## config.mk

```make
export PLATFORM = sky130hd
export DESIGN_NAME = phy_window_bridge
export DESIGN_NICKNAME = d
export VERILOG_FILES = /design/src/rtl/pwb_pkg.sv /design/src/rtl/pwb_decode.sv /design/src/rtl/pwb_seq.sv /design/src/rtl/phy_window_bridge.sv
export SDC_FILE = /design/constraint.sdc
export NUM_CORES = 1
export LEC_CHECK = 0
export CORE_AREA = 2 2 87 89
export DETAILED_ROUTE_END_ITERATION = 7
export DIE_AREA = 0 0 89 91
export DONT_BUFFER_PORTS = 1
export PLACE_DENSITY = 0.66
export SLEW_MARGIN = 20
export SYNTH_ARGS = -nofsm -noshare
export SYNTH_HDL_FRONTEND = slang
export SYNTH_HIERARCHICAL = 1
export SYNTH_SLANG_ARGS = --single-unit
```

## constraint.sdc

```tcl
create_clock -name clk -period 8 [get_ports clk]
set_input_delay 2.4 -clock clk [delete_from_list [all_inputs] [get_ports clk]]
set_output_delay 2.4 -clock clk [all_outputs]
set_load 0.005 [all_outputs]
```

## src/rtl/pwb_pkg.sv

```systemverilog
package pwb_pkg;

  typedef enum logic [2:0] {
    AK_NONE,
    AK_MODE,
    AK_DATA,
    AK_ACCESS,
    AK_BAD
  } acc_kind_e;

  // Select field is legal when exactly one bit is set and it names an existing PHY.
  function automatic logic sel_is_legal(input logic [15:0] sel, input int unsigned n_valid);
    logic [15:0] above;
    above = sel >> n_valid;
    return ($countones(sel) == 1) && (above == 16'd0);
  endfunction

endpackage

```

## src/rtl/pwb_decode.sv

```systemverilog
module pwb_decode
  import pwb_pkg::*;
#(
  parameter int          AW        = 16,
  parameter int          N_PHY     = 5,
  parameter int          SEL_LSB   = 9,
  parameter int          PA_W      = 8,
  parameter logic [15:0] CTRL_ADDR = 16'h8028,
  parameter logic [15:0] DATA_ADDR = 16'h8029
) (
  input  logic [AW-1:0]    addr,
  output acc_kind_e        kind,
  output logic [N_PHY-1:0] phy_oh,
  output logic [PA_W-1:0]  pa
);
  localparam int SEL_W = AW - 1 - SEL_LSB;

  logic [SEL_W-1:0] sel;
  logic             legal;

  assign sel    = addr[AW-2:SEL_LSB];
  assign legal  = sel_is_legal(16'(sel), N_PHY);
  assign phy_oh = sel[N_PHY-1:0];
  assign pa     = addr[PA_W-1:0];

  always_comb begin
    if (addr == AW'(CTRL_ADDR))      kind = AK_MODE;
    else if (addr == AW'(DATA_ADDR)) kind = AK_DATA;
    else if (addr[AW-1])             kind = legal ? AK_ACCESS : AK_BAD;
    else                             kind = AK_NONE;
  end

endmodule

```

## src/rtl/pwb_seq.sv

```systemverilog
module pwb_seq #(
  parameter int N_PHY = 5,
  parameter int DW    = 16,
  parameter int PA_W  = 8
) (
  input  logic               clk,
  input  logic               rst_n,
  input  logic               start,
  input  logic               start_rd,
  input  logic [N_PHY-1:0]   start_oh,
  input  logic [PA_W-1:0]    start_pa,
  input  logic [DW-1:0]      start_wd,
  input  logic [N_PHY-1:0]   phy_ack,
  input  logic [N_PHY*DW-1:0] phy_rdata,
  output logic               busy,
  output logic [N_PHY-1:0]   phy_rd,
  output logic [N_PHY-1:0]   phy_wr,
  output logic [PA_W-1:0]    phy_pa,
  output logic [DW-1:0]      phy_wd,
  output logic [N_PHY-1:0]   cur_oh,
  output logic [DW-1:0]      rd_q
);
  logic          cur_rd;
  logic          resp_hit;
  logic [DW-1:0] resp_data;

  // completion event: the PHY that was strobed answers
  assign resp_hit = busy && |(phy_ack & cur_oh);

  always_comb begin
    resp_data = '0;
    for (int i = 0; i < N_PHY; i++) begin
      if (cur_oh[i]) resp_data = resp_data | phy_rdata[i*DW +: DW];
    end
  end

  always_ff @(posedge clk or negedge rst_n) begin
    if (!rst_n) begin
      busy   <= 1'b0;
      phy_rd <= '0;
      phy_wr <= '0;
      phy_pa <= '0;
      phy_wd <= '0;
      cur_oh <= '0;
      cur_rd <= 1'b0;
      rd_q   <= '0;
    end else begin
      phy_rd <= '0;
      phy_wr <= '0;
      if (start) begin
        busy   <= 1'b1;
        cur_oh <= start_oh;
        cur_rd <= start_rd;
        phy_pa <= start_pa;
        phy_wd <= start_rd ? '0 : start_wd;
        phy_rd <= start_rd ? start_oh : '0;
        phy_wr <= start_rd ? '0 : start_oh;
      end else if (resp_hit) begin
        busy <= 1'b0;
        if (cur_rd) rd_q <= resp_data;
      end
    end
  end

endmodule

```

## src/rtl/phy_window_bridge.sv

```systemverilog
module phy_window_bridge
  import pwb_pkg::*;
#(
  parameter int          N_PHY     = 5,
  parameter int          AW        = 16,
  parameter int          DW        = 16,
  parameter int          PG_W      = 3,
  parameter int          RG_W      = 5,
  parameter int          SEL_LSB   = 9,
  parameter logic [15:0] CTRL_ADDR = 16'h8028,
  parameter logic [15:0] DATA_ADDR = 16'h8029
) (
  input  logic                clk,
  input  logic                rst_n,
  input  logic                hst_req,
  input  logic                hst_we,
  input  logic [AW-1:0]       hst_addr,
  input  logic [DW-1:0]       hst_wdata,
  output logic [DW-1:0]       hst_rdata,
  output logic                hst_ready,
  output logic                busy,
  output logic                acc_err,
  output logic [N_PHY-1:0]    phy_rd,
  output logic [N_PHY-1:0]    phy_wr,
  output logic [PG_W+RG_W-1:0] phy_addr,
  output logic [DW-1:0]       phy_wdata,
  input  logic [N_PHY-1:0]    phy_ack,
  input  logic [N_PHY*DW-1:0] phy_rdata
);
  localparam int PA_W = PG_W + RG_W;

  acc_kind_e        kind;
  logic [N_PHY-1:0] dec_oh;
  logic [PA_W-1:0]  dec_pa;
  logic             wr_accept;
  logic             start_acc;
  logic             mode_q;
  logic [DW-1:0]    rd_q;
  logic [N_PHY-1:0] cur_oh;

  pwb_decode #(
    .AW(AW), .N_PHY(N_PHY), .SEL_LSB(SEL_LSB), .PA_W(PA_W),
    .CTRL_ADDR(CTRL_ADDR), .DATA_ADDR(DATA_ADDR)
  ) u_dec (
    .addr(hst_addr), .kind(kind), .phy_oh(dec_oh), .pa(dec_pa)
  );

  assign hst_ready = !busy;
  assign wr_accept = hst_req && hst_ready && hst_we;
  assign start_acc = wr_accept && (kind == AK_ACCESS);

  always_ff @(posedge clk or negedge rst_n) begin
    if (!rst_n) begin
      mode_q  <= 1'b0;
      acc_err <= 1'b0;
    end else begin
      acc_err <= wr_accept && (kind == AK_BAD);
      if (wr_accept && kind == AK_MODE) mode_q <= hst_wdata[0];
    end
  end

  pwb_seq #(.N_PHY(N_PHY), .DW(DW), .PA_W(PA_W)) u_seq (
    .clk(clk), .rst_n(rst_n),
    .start(start_acc), .start_rd(mode_q), .start_oh(dec_oh),
    .start_pa(dec_pa), .start_wd(hst_wdata),
    .phy_ack(phy_ack), .phy_rdata(phy_rdata),
    .busy(busy), .phy_rd(phy_rd), .phy_wr(phy_wr),
    .phy_pa(phy_addr), .phy_wd(phy_wdata),
    .cur_oh(cur_oh), .rd_q(rd_q)
  );

  always_comb begin
    case (kind)
      AK_MODE: hst_rdata = {{(DW-1){1'b0}}, mode_q};
      AK_DATA: hst_rdata = rd_q;
      default: hst_rdata = '0;
    endcase
  end

endmodule

```

Word level (Yosys, flattened, before mapping)
Index checks and enable logic that the tools add are counted.
{ "word_totals": {"register_bits": 59, "latchBits": 0, "mem_bits_rw": 0, "mem_bits_ro": 0, "output_inout_bits": 53, "word_cells": 57, "n_memories": 0} }
{ "op_classes": {"n_addsub": 5, "multipliers": 0, "div_mod_pow": 0, "magnitude_cmp": 0, "eq_ne": 7, "shift": 0, "n_mux": 17, "bitwise": 6, "reduce_logical": 12} }
{ "op_table": {"columns": ["operator", "count"], "rows": [
  ["16-bit 2-to-1 mux", 6],
  ["32-bit adder", 2],
  ["16-bit OR", 4],
  ["16-bit == test, second input constant", 2],
  ["32-bit by 2-bit == test with 1-bit output, second input constant", 1],
  ["16-bit one-hot mux with 2 select lines", 1],
  ["5-bit 2-to-1 mux", 4],
  ["16-bit zero test", 1],
  ["3-bit 2-to-1 mux", 4],
  ["1-bit logical AND", 7],
  ["1-bit by 1-bit adder with 2-bit output", 3],
  ["3-bit by 2-bit == test with 1-bit output, second input constant", 2],
  ["5-bit AND", 1],
  ["5-bit OR reduction", 1],
  ["3-bit by 1-bit == test with 1-bit output, second input constant", 1],
  ["3-bit == test, second input constant", 1],
  ["3-bit AND reduction", 1],
  ["1-bit 2-to-1 mux", 2],
  ["2-bit nonzero test", 1],
  ["1-bit zero test", 1],
  ["1-bit NOT", 1]
]} }

Depth between registers and ports, before layout
Gate-level depths: netlist (run 1).
{ "depth": {"ltp_word": 13, "mapped_depth": 15} }

Cells and area by module
The synthesis (run 1) kept the hierarchy.
{ "by_module_without_submodules": {"columns": ["module", "instances", "cells_each", "area_per_inst_um2", "seq_area_each_um2"], "rows": [
  ["pwb_seq", 1, 218, 2542.4, 1426.4],
  ["pwb_decode", 1, 36, 311.5, 0.0],
  ["phy_window_bridge", 1, 28, 247.7, 50.0]
]} }

Worst setup path before layout (run 1)
OpenSTA, ideal clock, no wires.
{ "synth_timing": {"kind": "input to output", "start": "input hst_addr[9]", "end": "output hst_rdata[10]", "t_arrival_ns": 5.313, "required_time_ns": 5.600, "setup_slack_ns": 0.287, "cell_stages": 12, "cell_sequence": "inv_1 fa_1 fa_1 inv_1 ha_1 fa_1 nor4b_1 nand2_1 mux2i_1 nor3b_4 buf_2 and2_1"} }
{ "synth_between": {"elab_chain_cells": 11, "elab_cells_between_ends": 14, "cone_classes": "add/sub (3); eq/ne (5); mux (5); reduce/logical (1)"} }
{ "synth_lines": {"columns": ["element", "line", "source"], "rows": [
  ["start, declared", "phy_window_bridge.sv:17", "input logic [AW-1:0] hst_addr,"],
  ["1-bit by 1-bit adder with 2-bit output (implied by the code)", "pwb_pkg.sv:15", "return ($countones(sel) == 1) && (above == 16'd0);"],
  ["32-bit adder (implied by the code) (2 in series)", "pwb_pkg.sv:15", null],
  ["32-bit by 2-bit == test with 1-bit output", "pwb_pkg.sv:15", null],
  ["1-bit logical AND", "pwb_pkg.sv:15", null],
  ["3-bit 2-to-1 mux (2 in series)", "pwb_decode.sv:29", "else if (addr[AW-1]) kind = legal ? AK_ACCESS : AK_BAD;"],
  ["3-bit 2-to-1 mux", "pwb_decode.sv:28", "else if (addr == AW'(DATA_ADDR)) kind = AK_DATA;"],
  ["3-bit 2-to-1 mux *", "pwb_decode.sv:27", "if (addr == AW'(CTRL_ADDR)) kind = AK_MODE;"],
  ["net kind[1]", "phy_window_bridge.sv:32", "acc_kind_e kind;"],
  ["3-bit by 2-bit == test with 1-bit output / 3-bit by 1-bit == test with 1-bit output (equally long branches)", "phy_window_bridge.sv:73", "case (kind)"],
  ["16-bit one-hot mux with 2 select lines *", "phy_window_bridge.sv:73", null],
  ["end, declared", "phy_window_bridge.sv:19", "output logic [DW-1:0] hst_rdata,"]
]} }
The timed path passes the listed nets; every way through them passes the cells marked *.

Final worst setup path (run 1)
{ "layout_timing": {"start": "input hst_addr[9]", "end": "output hst_rdata[12]"} }
The elaborated chain is that of the path after synthesis.

==> flow_summary.json, run 1 <==
{
  "antenna_found_initial": 0,
  "cts.clk_slew.worst_paths_ns": 0.07,
  "max_freq_ghz": 0.130,
  "worstSetupPathType": "input port to output port",
  "cts_tree": "yes",
  "hpwlAfterDp_um": 5610,
  "critPathMostFrequentCell": "fa_1",
  "critPathArrivalTime_ns": 5.29,
  "vias": 2154,
  "cpLargestDelayFamily": "adder cells",
  "yosys_warnings": 6,
  "wl_per_cell_um": 20.7,
  "io_pins": 174,
  "worstPathRequired_ns": 5.60,
  "multi_input_area_mm2": 0.00133,
  "dpl_worst_slack_ns": 0.00669,
  "first_pass_iters": 8,
  "cts_resized": 0,
  "antenna_cells": 0,
  "relSlewSlack_pct": 53.5,
  "slowest_stage": "fa_1",
  "drtIter0Drc": 126,
  "synth_seq_cells": 59,
  "fillers": 682,
  "gp_congestion": 0.695,
  "worst_setup_path_start_kind": "input port",
  "peakVddDrop_uv": 146,
  "ys_types": 35,
  "final_common_cell": "dfrtp_1",
  "drive_gt1_share_pct": 20.9,
  "vias_per_cell": 5.79,
  "power_leakage_nw": 1.64,
  "worstMarginPinSlew_ns": 0.697,
  "cts.sinks": 59,
  "cts_hold_buf": 0,
  "cp.depth": 12,
  "finalSetupTns_ns": 0,
  "port_buffers": 0,
  "fin_crit_sh_pct": 96.1,
  "cp_max_fo": 15,
  "min_path_type": "register to register",
  "reg2reg_from": "u_seq/cur_oh[0]",
  "clk_path_buf_depth": 2,
  "grtUsageTotal_pct": 19.1,
  "mostFrequentLayoutCells": "59 x dfrtp_1, 34 x nand2_1, 27 x inv_1",
  "clockRootBuffer": "clkbuf_8",
  "power_density_mw_per_mm2": 194,
  "clk_latency_ns": 0.33,
  "synth_area_mm2": 0.00310,
  "violations": "DRC",
  "cap_violations": 0,
  "rrSetupSlack_ns": 5.87,
  "outcome": "finished with violations",
  "hold_violations": 0,
  "area_delta_synth_final_pct": 6.37,
  "post-route-worst-setup-slack_ns": 0.315,
  "drv_slew": 0,
  "ant_nets": 0,
  "die_y_um": 91,
  "core_mm2": 0.00714,
  "startpoint": "hst_addr[9]",
  "cts_buffers": 9,
  "drt_wl_total_um": 7700,
  "grt_pass1_wl_um": 11400,
  "design.die.area_mm2": 0.00810,
  "r2r_end": "u_seq/rd_q[8]",
  "crit_end": "hst_rdata[12]",
  "fin_nets": 393,
  "cts_setup_buffers": 0,
  "syn-num-nets": 407,
  "register_area_mm2": 0.00148,
  "grt_pass1_vias": 2197,
  "grt_max_degree": 60,
  "synthCells": 282,
  "ys_seq_area_share_pct": 47.6,
  "die_w_um": 89,
  "endpoint_kind": "output port",
  "r2r_cells": 4,
  "hold_depth": 1,
  "setup_viol": 0,
  "finalCriticalPeriod_ns": 7.69,
  "htree_levels": 3,
  "rsz0062_at_grt": "no",
  "placementRows": 31,
  "crit_buf_inv": 3,
  "finalClockSkew_ns": 0.00890,
  "overflow": 0,
  "drc_errors": 4,
  "cp_cell_sequence": "inv_1 -> fa_1 -> fa_1 -> inv_1 -> ha_1 -> fa_1 -> nor4b_1 -> nand2_1 -> mux2i_1 -> nor3b_4 -> buf_12 -> and2_1",
  "initial_utilization_pct": 43.5,
  "max_stage_delay_ns": 0.48,
  "avgSynthCellArea_um2": 11.0
}
==> cells in the mapped netlist <==
| master | count | area share, % |
|---|---|---|
| dfrtp_1 | 59 | 48 |
| nand2_1 | 34 | 4.1 |
| inv_1 | 27 | 3.3 |
| and2_1 | 19 | 3.8 |
| mux2_2 | 19 | 6.9 |
| a222oi_1 | 17 | 5.5 |
| a22oi_1 | 17 | 4.1 |
| o21ai_0 | 17 | 2.7 |
| buf_4 | 13 | 3.1 |
| mux2_4 | 11 | 5.3 |
| clkbuf_1 | 8 | 0.97 |
| and3_1 | 5 | 1.0 |
| buf_2 | 4 | 0.65 |
| buf_1 | 3 | 0.36 |
| buf_6 | 3 | 1.1 |
| fa_1 | 3 | 1.9 |
| nand3b_1 | 3 | 0.73 |
| and3b_1 | 2 | 0.56 |
| mux2i_1 | 2 | 0.65 |
| a21oi_1 | 1 | 0.16 |
| a21oi_2 | 1 | 0.28 |
| a31o_2 | 1 | 0.28 |
| and4b_1 | 1 | 0.32 |
| and4bb_1 | 1 | 0.40 |
| and4bb_2 | 1 | 0.40 |
| ha_1 | 1 | 0.40 |
| nand4_2 | 1 | 0.40 |
| nor2_1 | 1 | 0.12 |
| nor2b_1 | 1 | 0.20 |
| nor3_1 | 1 | 0.16 |
| nor3b_4 | 1 | 0.61 |
| nor4_4 | 1 | 0.69 |
| nor4b_1 | 1 | 0.28 |
| nor4b_2 | 1 | 0.48 |
| nor4bb_1 | 1 | 0.32 |
==> stage by stage <==
| stage | power (mW) | util [%] | hold WS, ns | instance area, um^2 | cells |
|---|---|---|---|---|---|
| floorplan | 0.350 | - | 0.472 | 3100 | 282 |
| global placement | 0.353 | 43.0 | 0.486 | 3070 | 355 |
| detailed placement | 0.355 | 43.0 | 0.484 | 3070 | 355 |
| CTS | 0.648 | 46.0 | 0.504 | 3280 | 371 |
| global route | 0.672 | 46.2 | 0.522 | 3300 | 372 |
| finish | 0.639 | 46.2 | 0.501 | 3300 | 372 |
==> final cells by class <==
cell class | count | area share (%)
inverter | 27 | 3.07
sequential | 59 | 44.7
timing repair buffer | 6 | 1.74
multi-input combinational | 165 | 40.3
tap | 99 | 3.75
clock buffer | 11 | 3.98
clock inverter | 5 | 2.35
==> routing by layer <==
metal | GRT usage (%) | share of wire, %
met2 | 31.3 | 49
met5 | 0 | 0
met1 | 22.9 | 39
met3 | 5.36 | 9.1
met4 | 8.71 | 2.4
==> logic make-up after synthesis <==
logic type	synth area share (%)
muxes	12.9
adders and majority gates	2.34
DFF	47.6
and+or+nand+nor	14.6
buffers and inverters	9.48
AOI/OAI and AO/OA	13.1
==> worst min-delay path by stage <==
stage | endpoint | slack, ns | from
6_report | u_seq/rd_q[3] | 0.50 | u_seq/rd_q[3]
5_1_grt | u_seq/rd_q[2] | 0.52 | u_seq/rd_q[2]
4_1_cts | u_seq/rd_q[3] | 0.50 | u_seq/rd_q[3]
3_5_place_dp | u_seq/rd_q[10] | 0.48 | u_seq/rd_q[10]
3_3_place_gp | u_seq/rd_q[15] | 0.49 | u_seq/rd_q[15]
2_1_floorplan | u_seq/rd_q[15] | 0.47 | u_seq/rd_q[15]
==> report_power, final <==
| group | total (mW) | leakage (nW) | internal (mW) | switching, mW |
|---|---|---|---|---|
| registers | 0.316 | 0.736 | 0.305 | 0.0112 |
| logic | 0.0337 | 0.796 | 0.0185 | 0.0152 |
| clock network | 0.289 | 0.103 | 0.174 | 0.114 |
==> sequential cells by signal, indices dropped and copies added, names as in the netlist <==
register	cells
acc_err	1
u_seq/cur_oh	5
u_seq/phy_wr	5
u_seq/phy_rd	5
u_seq/phy_wd	16
u_seq/busy	1
mode_q	1
u_seq/phy_pa	8
u_seq/cur_rd	1
u_seq/rd_q	16
==> worst reg2reg max path, stage by stage, from the launching register on <==
cell	delay [ns]
dfrtp_1	0.63
a222oi_1	0.71
a21oi_2	0.10
buf_4	0.24
mux2_4	0.32
Power figures use the tool's default switching activity.
==> inputs of run 2 (changes only) <==
- MAX_ROUTING_LAYER: unset -> met4
- SKIP_CTS_REPAIR_TIMING: unset -> 1
==> run 2 against run 1 <==
The run now ends clean. Die area is the same. Combinational power is essentially flat. Register-to-register slack is essentially flat. Clock power is essentially flat. Worst setup slack lost 0.0074 ns. First-iteration DRC count shrank 0.79%. Largest cell class unchanged. Critical path depth is the same. Power shrank 0.29%. Via count grew 0.19%. Design area is the same. Non-clock buffer count is the same.
==> flow_summary.json, run 2 (same netlist as run 1, synthesis figures left out) <==
{
  "p_seq_share_pct": 49.6,
  "endpoint_kind": "output port",
  "clockRootBuffer": "clkbuf_8",
  "first_pass_iters": 6,
  "antenna_cells": 0,
  "gp_congestion": 0.703,
  "worst_setup_path_start_kind": "input port",
  "clkPwrFrac_pct": 45.1,
  "hold_start": "u_seq/rd_q[3]",
  "post-route-worst-setup-slack_ns": 0.307,
  "worstPathRequired_ns": 5.60,
  "p_sw_uw": 139,
  "drc_errors": 0,
  "r2r_end": "u_seq/rd_q[8]",
  "wl_per_cell_um": 20.5,
  "relSlewSlack_pct": 53.2,
  "grtUsageTotal_pct": 19.6,
  "drtIter0Drc": 125,
  "core_mm2": 0.00714,
  "clk_path_buf_depth": 2,
  "hold_depth": 1,
  "ant_nets": 0,
  "cp_max_fo": 15,
  "initial_utilization_pct": 43.5,
  "cts_tree": "yes",
  "cts.clk_slew.worst_paths_ns": 0.07,
  "drt_wl_total_um": 7630,
  "internal_power_uw": 498,
  "cap_violations": 0,
  "design.die.area_mm2": 0.00810,
  "mostFrequentLayoutCells": "59 x dfrtp_1, 34 x nand2_1, 27 x inv_1",
  "final_common_cell": "dfrtp_1",
  "vias": 2158,
  "rsz0062_at_grt": "no",
  "power_density_mw_per_mm2": 193,
  "die_w_um": 89,
  "port_buffers": 0,
  "cts_buffers": 9,
  "area_delta_synth_final_pct": 6.37,
  "power_leakage_nw": 1.64,
  "peakVddDrop_uv": 146,
  "largestRegisters": "u_seq/phy_wd (16), u_seq/rd_q (16), u_seq/phy_pa (8)",
  "finalClockSkew_ns": 0.00948,
  "comb_power_share_pct": 5.3,
  "worstMarginPinSlew_ns": 0.702,
  "htree_levels": 3,
  "dp_cells": 355,
  "max_freq_ghz": 0.130,
  "die_y_um": 91,
  "overflow": 0,
  "post-route-util_pct": 46.2,
  "finalCriticalPeriod_ns": 7.69,
  "outcome": "finished clean",
  "fin_nets": 393,
  "grt_max_degree": 60,
  "swShare_pct": 21.8,
  "drive_gt1_share_pct": 20.9,
  "critPathArrivalTime_ns": 5.29,
  "setup_viol": 0,
  "placementRows": 31,
  "hpwlAfterDp_um": 5610,
  "grt_pass1_wl_um": 11400,
  "hold_violations": 0,
  "rrSetupSlack_ns": 5.87,
  "holdPathEnd": "u_seq/rd_q[3]",
  "cts.sinks": 59,
  "fin_cells": 372,
  "r2r_cells": 4,
  "dpl_worst_slack_ns": 0.00669,
  "finalSetupTns_ns": 0,
  "vias_per_cell": 5.80,
  "antenna_found_initial": 0,
  "clk_latency_ns": 0.32,
  "worstSetupPathType": "input port to output port",
  "grt_pass1_vias": 2207,
  "drv_slew": 0,
  "min_path_type": "register to register",
  "io_pins": 174,
  "reg2reg_from": "u_seq/cur_oh[0]",
  "fin_crit_sh_pct": 96.2
}
run 2: how the worst max path moves through the flow:
stage | startpoint | to | slack (ns) | cells after the start
global route | hst_addr[9] | hst_rdata[15] | 0.06 | 12
global placement | hst_addr[9] | hst_rdata[13] | 0.09 | 11
finish | hst_addr[9] | hst_rdata[12] | 0.31 | 12
floorplan | hst_addr[9] | hst_rdata[10] | 0.29 | 12
detailed placement | hst_addr[9] | hst_rdata[12] | 0.007 | 11
CTS | hst_addr[9] | hst_rdata[12] | 0.007 | 11
run 2: per-layer routing:
metal  GRT usage [%]  up-vias  share of wire [%]
met5               -        -                  0
met4            8.71        0                1.7
met3            5.00        8                7.7
met2            31.4      130                 50
met1            23.1     1066                 41
li1                -      954                  -
run 2: power groups by stage:
stage | Sequential, mW | Combinational (mW) | Clock (mW)
floorplan | 0.315 | 0.0350 | 0
global placement | 0.321 | 0.0318 | 0
detailed placement | 0.321 | 0.0332 | 0
CTS | 0.316 | 0.0333 | 0.298
global route | 0.317 | 0.0396 | 0.315
finish | 0.316 | 0.0338 | 0.287
run 2: final cells by class:
class	count	area (um^2)
inverters	27	101
fillers	682	3840
well taps	99	124
clock inverters	5	77.6
clock buffers	11	131
multi-input cells	165	1330
flip-flops and latches	59	1480
repair buffers	6	57.6
run 2: critical path: stages:
cell and delay [ns]:
inv_1 0.03, fa_1 0.48, fa_1 0.48, inv_1 0.04, ha_1 0.18, fa_1 0.44
nor4b_1 0.34, nand2_1 0.12, mux2i_1 0.20, nor3b_4 0.25, buf_12 0.16, and2_1 0.16
run 2: metrics by stage:
step | cell area (um^2) | hold slack (ns) | power [mW]
finish | 3300 | 0.501 | 0.637
global route | 3300 | 0.522 | 0.671
CTS | 3280 | 0.504 | 0.648
detailed placement | 3070 | 0.484 | 0.355
global placement | 3070 | 0.486 | 0.353
floorplan | 3100 | 0.472 | 0.350
